**src/rtl/rps_pkg.sv**
```systemverilog
`timescale 1ns/1ps
package rps_pkg;

    typedef enum logic [1:0] {
        SEQ_RECORD = 2'd0,
        SEQ_PLAY   = 2'd1,
        SEQ_IDLE   = 2'd2
    } seq_state_t;

    localparam int STAGE_W = 8;

endpackage

```
**src/rtl/rps_addr_counter.sv**
```systemverilog
`timescale 1ns/1ps
module rps_addr_counter #(
    parameter int ADDR_W = 8
) (
    input  logic              clk,
    input  logic              rst_n,
    input  logic              count_en,
    output logic [ADDR_W-1:0] addr_o,
    output logic              carry_o
);
    import rps_pkg::*;

    localparam int NSTAGE = (ADDR_W + STAGE_W - 1) / STAGE_W;

    // full_chain[s]: every stage below s holds all ones
    logic [NSTAGE:0] full_chain;
    assign full_chain[0] = 1'b1;

    for (genvar s = 0; s < NSTAGE; s++) begin : g_stage
        localparam int LO = s * STAGE_W;
        localparam int W  = ((ADDR_W - LO) > STAGE_W) ? STAGE_W : (ADDR_W - LO);

        logic [W-1:0] stg_q;
        logic         stg_full;
        logic         stg_step;

        assign stg_full = &stg_q;
        assign stg_step = count_en & full_chain[s];
        assign full_chain[s+1] = full_chain[s] & stg_full;

        always_ff @(posedge clk or negedge rst_n) begin
            if (!rst_n) begin
                stg_q <= '0;
            end else if (stg_step) begin
                stg_q <= stg_q + 1'b1;
            end
        end

        assign addr_o[LO +: W] = stg_q;
    end

    assign carry_o = full_chain[NSTAGE];

    a_r2_addr_step: assert property (@(posedge clk) disable iff (!rst_n)
        count_en |=> addr_o == ADDR_W'($past(addr_o) + 1'b1));

    a_r6_wrap_zero: assert property (@(posedge clk) disable iff (!rst_n)
        (count_en && carry_o) |=> addr_o == '0);

    a_r8_hold_addr: assert property (@(posedge clk) disable iff (!rst_n)
        !count_en |=> $stable(addr_o));

endmodule

```
**src/rtl/rps_mode_fsm.sv**
```systemverilog
`timescale 1ns/1ps
module rps_mode_fsm #(
    parameter bit LOOP_PLAYBACK = 1'b0
) (
    input  logic                clk,
    input  logic                rst_n,
    input  logic                carry_i,
    output rps_pkg::seq_state_t state_o
);
    import rps_pkg::*;

    seq_state_t state_q;
    seq_state_t state_d;

    always_ff @(posedge clk or negedge rst_n) begin
        if (!rst_n) begin
            state_q <= SEQ_RECORD;
        end else begin
            state_q <= state_d;
        end
    end

    always_comb begin
        state_d = state_q;
        unique case (state_q)
            SEQ_RECORD: if (carry_i) state_d = SEQ_PLAY;
            SEQ_PLAY:   if (carry_i) state_d = LOOP_PLAYBACK ? SEQ_PLAY : SEQ_IDLE;
            SEQ_IDLE:   state_d = SEQ_IDLE;
            default:    state_d = SEQ_IDLE;
        endcase
    end

    assign state_o = state_q;

    a_r6_wrap_to_play: assert property (@(posedge clk) disable iff (!rst_n)
        (state_q == SEQ_RECORD && carry_i) |=> state_q == SEQ_PLAY);

    a_r6_no_return: assert property (@(posedge clk) disable iff (!rst_n)
        (state_q != SEQ_RECORD) |=> state_q != SEQ_RECORD);

    a_r8_park: assert property (@(posedge clk) disable iff (!rst_n)
        (state_q == SEQ_IDLE) |=> state_q == SEQ_IDLE);

    if (LOOP_PLAYBACK) begin : g_loop_chk
        a_r9_never_idle: assert property (@(posedge clk) disable iff (!rst_n)
            state_q != SEQ_IDLE);
    end

endmodule

```
**src/rtl/rps_strobe_gen.sv**
```systemverilog
`timescale 1ns/1ps
module rps_strobe_gen (
    input  logic                clk,
    input  logic                rst_n,
    input  rps_pkg::seq_state_t state_i,
    output logic                we_o,
    output logic                re_o,
    output logic                count_en_o,
    output logic                play_mode_o
);
    import rps_pkg::*;

    logic low_phase;
    assign low_phase = rst_n & ~clk;

    always_comb begin
        we_o        = 1'b0;
        re_o        = 1'b0;
        count_en_o  = 1'b0;
        play_mode_o = 1'b0;
        unique case (state_i)
            SEQ_RECORD: begin
                we_o       = low_phase;
                count_en_o = 1'b1;
            end
            SEQ_PLAY: begin
                re_o        = low_phase;
                count_en_o  = 1'b1;
                play_mode_o = 1'b1;
            end
            SEQ_IDLE: begin
                play_mode_o = 1'b1;
            end
            default: begin
                play_mode_o = 1'b1;
            end
        endcase
    end

    always_comb begin
        if (rst_n) begin
            a_r4_exclusive: assert (!(we_o && re_o));
        end
    end

endmodule

```
**src/rtl/rps_play_capture.sv**
```systemverilog
`timescale 1ns/1ps
module rps_play_capture #(
    parameter int DATA_W = 8
) (
    input  logic                clk,
    input  logic                rst_n,
    input  rps_pkg::seq_state_t state_i,
    input  logic [DATA_W-1:0]   rdata_i,
    output logic [DATA_W-1:0]   data_o,
    output logic                valid_o
);
    import rps_pkg::*;

    // Sampled at the rising edge that closes the read strobe's low phase
    always_ff @(posedge clk or negedge rst_n) begin
        if (!rst_n) begin
            data_o  <= '0;
            valid_o <= 1'b0;
        end else begin
            valid_o <= (state_i == SEQ_PLAY);
            if (state_i == SEQ_PLAY) begin
                data_o <= rdata_i;
            end
        end
    end

    a_r7_valid_follows_read: assert property (@(posedge clk) disable iff (!rst_n)
        (state_i == SEQ_PLAY) |=> valid_o);

    a_r8_no_valid_when_parked: assert property (@(posedge clk) disable iff (!rst_n)
        (state_i != SEQ_PLAY) |=> !valid_o);

endmodule

```
**src/rtl/rec_play_seq.sv**
```systemverilog
`timescale 1ns/1ps
module rec_play_seq #(
    parameter int ADDR_W        = 8,
    parameter int DATA_W        = 8,
    parameter bit LOOP_PLAYBACK = 1'b0
) (
    input  logic              clk,
    input  logic              rst_n,
    input  logic [DATA_W-1:0] sample_i,
    output logic [ADDR_W-1:0] ram_addr_o,
    output logic [DATA_W-1:0] ram_wdata_o,
    input  logic [DATA_W-1:0] ram_rdata_i,
    output logic              ram_we_o,
    output logic              ram_re_o,
    output logic              play_mode_o,
    output logic              carry_o,
    output logic [DATA_W-1:0] play_data_o,
    output logic              play_valid_o
);
    import rps_pkg::*;

    seq_state_t state;
    logic       count_en;
    logic       cnt_carry;

    rps_addr_counter #(.ADDR_W(ADDR_W)) u_counter (
        .clk      (clk),
        .rst_n    (rst_n),
        .count_en (count_en),
        .addr_o   (ram_addr_o),
        .carry_o  (cnt_carry)
    );

    rps_mode_fsm #(.LOOP_PLAYBACK(LOOP_PLAYBACK)) u_fsm (
        .clk     (clk),
        .rst_n   (rst_n),
        .carry_i (cnt_carry),
        .state_o (state)
    );

    rps_strobe_gen u_strobe (
        .clk         (clk),
        .rst_n       (rst_n),
        .state_i     (state),
        .we_o        (ram_we_o),
        .re_o        (ram_re_o),
        .count_en_o  (count_en),
        .play_mode_o (play_mode_o)
    );

    rps_play_capture #(.DATA_W(DATA_W)) u_capture (
        .clk     (clk),
        .rst_n   (rst_n),
        .state_i (state),
        .rdata_i (ram_rdata_i),
        .data_o  (play_data_o),
        .valid_o (play_valid_o)
    );

    assign ram_wdata_o = sample_i;
    assign carry_o     = cnt_carry;

    a_r5_carry_needs_active: assert property (@(posedge clk) disable iff (!rst_n)
        carry_o |-> count_en);

endmodule

```
**config.mk**
```make
export PLATFORM = sky130hd
export DESIGN_NAME = rec_play_seq
export DESIGN_NICKNAME = d
export VERILOG_FILES = /design/src/rtl/rps_pkg.sv /design/src/rtl/rps_addr_counter.sv /design/src/rtl/rps_mode_fsm.sv /design/src/rtl/rps_strobe_gen.sv /design/src/rtl/rps_play_capture.sv /design/src/rtl/rec_play_seq.sv
export SDC_FILE = /design/constraint.sdc
export NUM_CORES = 1
export LEC_CHECK = 0
export BUFFER_PORTS_ARGS = -buffer_cell sky130_fd_sc_hd__buf_4
export CORE_UTILIZATION = 42
export CTS_CLUSTER_DIAMETER = 30
export DETAILED_ROUTE_END_ITERATION = 16
export PLACE_DENSITY = 0.77
export SYNTH_ARGS = -nofsm -noshare
export SYNTH_HDL_FRONTEND = slang
export SYNTH_SLANG_ARGS = --single-unit
```
**constraint.sdc**
```tcl
create_clock -name clk -period 1.3 [get_ports clk]
set_input_delay 0.195 -clock clk [delete_from_list [all_inputs] [get_ports clk]]
set_output_delay 0.195 -clock clk [all_outputs]
set_load 0.02 [all_outputs]
```
# ---- After elaboration in Yosys (flattened, before gate mapping)
# Index checks and enable logic that the tools add are counted.
dict set report word_totals {
  reg_bits 19
  latchBits 0
  mem_bits_rw 0
  rom_bits 0
  input_bits 18
  wordCells 21
  mem_count 0
}
dict set report op_classes {
  add_sub_neg 1
  mul 0
  n_div 0
  order_cmp 0
  n_eq_ne 3
  n_shift 0
  mux 7
  n_bitwise 2
  reduce_logical 4
}
# operator n
set op_table {}
lappend op_table {{adder 8 x 1 -> 8 bit (second input constant)} 1}
lappend op_table {{AND reduction 8 bit} 1}
lappend op_table {{2-to-1 mux 1 bit} 4}
lappend op_table {{2-to-1 mux 2 bit} 2}
lappend op_table {{inequality test 2 bit (second input constant)} 2}
lappend op_table {{one-hot mux 2 bit (2 select lines)} 1}
lappend op_table {{== test 2 x 1 -> 1 bit (second input constant)} 1}
lappend op_table {{zero test 2 bit} 1}
lappend op_table {{AND reduction 2 bit} 1}
lappend op_table {{OR reduction 2 bit} 1}
lappend op_table {{AND 1 bit} 1}
lappend op_table {{NOT 1 bit} 1}

# ---- Longest topological paths before layout
dict set report logic_depth {
  depth_word 3
  depth_mapped 5
  mapped_depth_nobuf 4
}

# ---- Cells and area by module
# A second synthesis with hierarchy kept.
dict set report unflattened {
  cells_unflattened 65
  hier_area_um2 889.6
}
# mod n_inst cells_each area_each_um2 seq_area_each_um2
set modules_own_cells {}
lappend modules_own_cells {rps_play_capture 1 20 374.1 225.2}
lappend modules_own_cells {rps_addr_counter 1 28 346.6 200.2}
lappend modules_own_cells {rps_mode_fsm 1 5 71.3 50.0}
lappend modules_own_cells {rec_play_seq 1 8 60.1 0.0}
lappend modules_own_cells {rps_strobe_gen 1 4 37.5 0.0}

==> flow_results.xml <==
<?xml version="1.0" encoding="UTF-8"?>
<metrics>
  <group name="setup_path">
    <metric name="worst_setup_path_end_kind" unit="">output port</metric>
    <metric name="timing_worst_setup_path_type" unit="">flip-flop to output port</metric>
    <metric name="cp.required" unit="ns">1.11</metric>
    <metric name="cp.arrival" unit="ns">1.40</metric>
    <metric name="critPathLaunchType" unit="">flip-flop</metric>
    <metric name="critPathMaxFanout" unit="">3</metric>
  </group>
  <group name="power_and_ir_drop">
    <metric name="netSwitchingFraction" unit="%">22.1</metric>
    <metric name="clkPwrFrac" unit="%">56.2</metric>
    <metric name="ir_worst_vdd" unit="mV">0.814</metric>
    <metric name="p_leak" unit="nW">0.719</metric>
    <metric name="pwr-share-comb" unit="%">3.7</metric>
    <metric name="power_report.internal_total" unit="mW">1.15</metric>
    <metric name="power_switching" unit="uW">324</metric>
    <metric name="seq_power_share" unit="%">40.2</metric>
    <metric name="pwr_density_cell" unit="nW/um2">1030</metric>
  </group>
  <group name="floorplanning">
    <metric name="initial_core_util" unit="%">46.9</metric>
    <metric name="die_boundary_width" unit="um">47.1</metric>
    <metric name="die_height" unit="um">47.1</metric>
    <metric name="placement_rows" unit="">15</metric>
    <metric name="die_area" unit="um2">2220</metric>
    <metric name="core_region_area" unit="um2">1820</metric>
    <metric name="num_ports" unit="">47</metric>
  </group>
  <group name="synth">
    <metric name="synth.yosys.warnings" unit="">0</metric>
    <metric name="post_synth_num_cell_types" unit="">21</metric>
    <metric name="synth_xor_area_share" unit="%">7.18</metric>
    <metric name="post_synth_mux_area_share" unit="%">11.9</metric>
    <metric name="synth-simple-area-share" unit="%">11.7</metric>
    <metric name="synth_top_family_by_area" unit="">multiplexers</metric>
    <metric name="syn-num-nets" unit="">83</metric>
    <metric name="synth-compound-area-share" unit="%">2.35</metric>
    <metric name="syn-cell-area" unit="um2">853</metric>
    <metric name="avgSynthCellArea" unit="um2">13.3</metric>
    <metric name="netlist_instances" unit="">64</metric>
    <metric name="seq_area_frac_synth" unit="%">55.7</metric>
    <metric name="flop_and_latch_count_out_of_synthesis" unit="">19</metric>
    <metric name="synth_adder_area_share" unit="%">1.47</metric>
  </group>
  <group name="global_routing">
    <metric name="first_pass_grt_wire_length" unit="um">2700</metric>
    <metric name="number_of_antenna_violations_at_the_first_check_in_global_routing" unit="">0</metric>
    <metric name="overflow" unit="">0</metric>
    <metric name="pin_count_of_the_biggest_net_entering_global_routing" unit="">12</metric>
    <metric name="grt_use_total" unit="%">19.3</metric>
    <metric name="first_global_vias" unit="">675</metric>
  </group>
  <group name="drt">
    <metric name="vias" unit="">694</metric>
    <metric name="route.antenna.remaining_nets" unit="">0</metric>
    <metric name="detail_route.wl_per_cell" unit="um">13.3</metric>
    <metric name="wl" unit="um">1910</metric>
    <metric name="detailedRoute.firstPassIterationCount" unit="">3</metric>
    <metric name="drtIter0Drc" unit="">4</metric>
    <metric name="number_of_remaining_drc_errors" unit="">0</metric>
    <metric name="detail_route.vias_per_cell" unit="">4.82</metric>
  </group>
  <group name="sta">
    <metric name="final.min_clock_period" unit="ns">1.60</metric>
    <metric name="max_clk_rate" unit="MHz">626</metric>
    <metric name="slew_headroom" unit="%">69.2</metric>
    <metric name="unrepaired_setup_endpoints_after_global_routing" unit="">true</metric>
    <metric name="layout_setup_ws" unit="ns">-0.297</metric>
    <metric name="worst-slew-pin-transition" unit="ns">0.460</metric>
    <metric name="hold_slack" unit="ns">0.0241</metric>
    <metric name="timing.final.max_slew_violations" unit="">0</metric>
    <metric name="final.period_utilization" unit="%">123</metric>
    <metric name="hold_violations" unit="">0</metric>
    <metric name="timing.final.setup_violations" unit="">8</metric>
    <metric name="finalClockSkew" unit="ns">0.00327</metric>
  </group>
  <group name="clocking">
    <metric name="clock_tree_from_tritoncts" unit="">built</metric>
    <metric name="clock_insertion_delay_worst_skew" unit="ns">0.41</metric>
    <metric name="cts.clk_slew.worst_paths" unit="ns">0.11</metric>
  </group>
  <group name="finish">
    <metric name="nNetsFinal" unit="">138</metric>
    <metric name="fraction_of_layout_instances_using_a_drive_strength_above_1" unit="%">62.2</metric>
    <metric name="number_of_fill_cells" unit="">114</metric>
    <metric name="syn2layout_area_growth" unit="%">68.0</metric>
    <metric name="antenna_cells" unit="">0</metric>
  </group>
  <group name="placement">
    <metric name="detailedPlace.worstSlack" unit="ns">0.0778</metric>
    <metric name="portBuffers" unit="">30</metric>
    <metric name="gp_congestion" unit="">0.707</metric>
    <metric name="sum_of_net_half_perimeters_after_detailed_placement" unit="um">1100</metric>
  </group>
  <group name="min_path">
    <metric name="hp-class" unit="">primary input to flip-flop</metric>
  </group>
  <group name="outcome">
    <metric name="violations_in_the_final_reports" unit="">negative setup slack</metric>
    <metric name="run_status" unit="">complete, but fails checks</metric>
  </group>
  <group name="run">
    <metric name="drv_cap" unit="">0</metric>
  </group>
</metrics>
-- kinds of logic (layout without fill, tap and decap cells) --
kind of cell | Yosys count | after routing
compound gates | 3 | 3
xor+xnor | 7 | 7
fa+ha+maj | 1 | 1
buf+inv | 10 | 65
flops | 19 | 19
mux | 9 | 9
simple gates | 15 | 15
-- path summary, 6_finish.rpt --
| path | startpoint | to | slack [ns] | cells after the start |
|---|---|---|---|---|
| worst max-delay path | u_fsm.state_o[0]$_DFFE_PN0P_ | ram_we_o | -0.30 | 3 |
| worst min-delay path | ram_rdata_i[5] | u_capture.data_o[5]$_DFFE_PN0P_ | 0.02 | 2 |
| worst max register to register | u_counter.addr_o[1]$_DFFE_PN0P_ | u_counter.addr_o[6]$_DFFE_PN0P_ | 0.01 | 5 |
| worst min register to register | u_capture.data_o[3]$_DFFE_PN0P_ | u_capture.data_o[3]$_DFFE_PN0P_ | 0.52 | 1 |
| max in group asynchronous | rst_n | u_counter.addr_o[2]$_DFFE_PN0P_ | 0.52 | 3 |
| min in group asynchronous | rst_n | u_capture.data_o[1]$_DFFE_PN0P_ | 0.27 | 2 |
-- area by class of cell --
cell class              instances  area [um2]  area share, %
clock buffers                   9        71.3           4.97
clock inverters                 2        35.0           2.44
multi-input cells              35         342           23.8
flip-flops and latches         19         477           33.2
well taps                      25        31.3           2.18
repair buffers                 54         478           33.3
-- power groups by stage --
stage                     combinational (mW)  sequential (mW)  clock (mW)
after floorplan                       0.0362            0.602      0.0545
after global placement                0.0340            0.602      0.0787
after detailed placement              0.0345            0.602      0.0787
after CTS                             0.0445            0.591       0.855
after global routing                  0.0600            0.591       0.896
final                                 0.0538            0.591       0.826
-- through the flow --
step | instances | TNS, ns | instance area (um2) | power, mW | utilization [%]
floorplan | 64 | 0 | 875 | 0.693 | -
global placement | 115 | 0 | 1090 | 0.715 | 60.1
detailed placement | 115 | 0 | 1090 | 0.715 | 60.1
CTS | 134 | -1.10 | 1310 | 1.49 | 71.8
global route | 144 | -1.63 | 1430 | 1.55 | 78.8
finish | 144 | -1.08 | 1430 | 1.47 | 78.8
-- layout by cell type (no fill, tap or decap) --
master and count:
buf_4 33, dfrtp_1 18, buf_6 15, mux2_2 9
dlygate4sd3_1 8, clkbuf_4 7, xnor2_1 4, xor2_1 3
nand2_1 2, nand4b_1 2, nor2_1 2, nand4_1 1
nand3_4 1, nor2_4 1, nor2b_2 1, and3b_1 1
or2_4 1, nor3b_4 1, nand2b_1 1, a21o_1 1
o21ai_0 1, o31ai_1 1, nor4b_2 1, ha_4 1
bufinv_16 1, clkinv_2 1, dfrtp_2 1
-- registers in the layout, indices dropped and copies added (netlist names) --
signal,count
u_fsm.state_o,2
u_capture.data_o,8
u_counter.addr_o,8
u_capture.valid_o,1
-- cell usage after synthesis --
| library cell | instances | share of area [%] |
|---|---|---|
| nand3_1 | 1 | 0.59 |
| o21ai_0 | 1 | 0.59 |
| nor2_1 | 3 | 1.3 |
| nor3b_1 | 1 | 0.88 |
| buf_6 | 2 | 2.6 |
| or2_1 | 1 | 0.73 |
| nor2b_2 | 1 | 1.0 |
| o31ai_1 | 1 | 0.88 |
| nand4b_1 | 2 | 2.1 |
| and3b_1 | 1 | 1.0 |
| dfrtp_1 | 19 | 56 |
| ha_1 | 1 | 1.5 |
| a21o_1 | 1 | 0.88 |
| nand2_1 | 2 | 0.88 |
| nand2b_1 | 1 | 0.73 |
| xnor2_1 | 4 | 4.1 |
| xor2_1 | 3 | 3.1 |
| buf_4 | 8 | 7.0 |
| nand4_1 | 1 | 0.73 |
| mux2_2 | 9 | 12 |
| nor4b_2 | 1 | 1.8 |
-- routing by layer --
metal / part of all wire, % / vias to the layer above / track usage (%)
li1: - / 321 / -
met1: 39 / 335 / 18.1
met2: 52 / 31 / 29.2
met3: 7.6 / 7 / 12.7
met4: 1.4 / 0 / 16.0
met5: 0 / - / 0
-- timing repair --
item / CTS / global route
resized for setup: 11 / 9
endpoints found under the hold margin: 22 / 4
setup buffers: 6 / 7
setup endpoints to repair: 7 / 12
hold buffers: 4 / 4
pin swaps: 3 / 3
-- worst max-delay path: stages, from the launching register on --
cell	delay (ns)
dfrtp_1	0.41
or2_4	0.27
nor3b_4	0.17
buf_6	0.14
(Power assumes the default switching activity.)
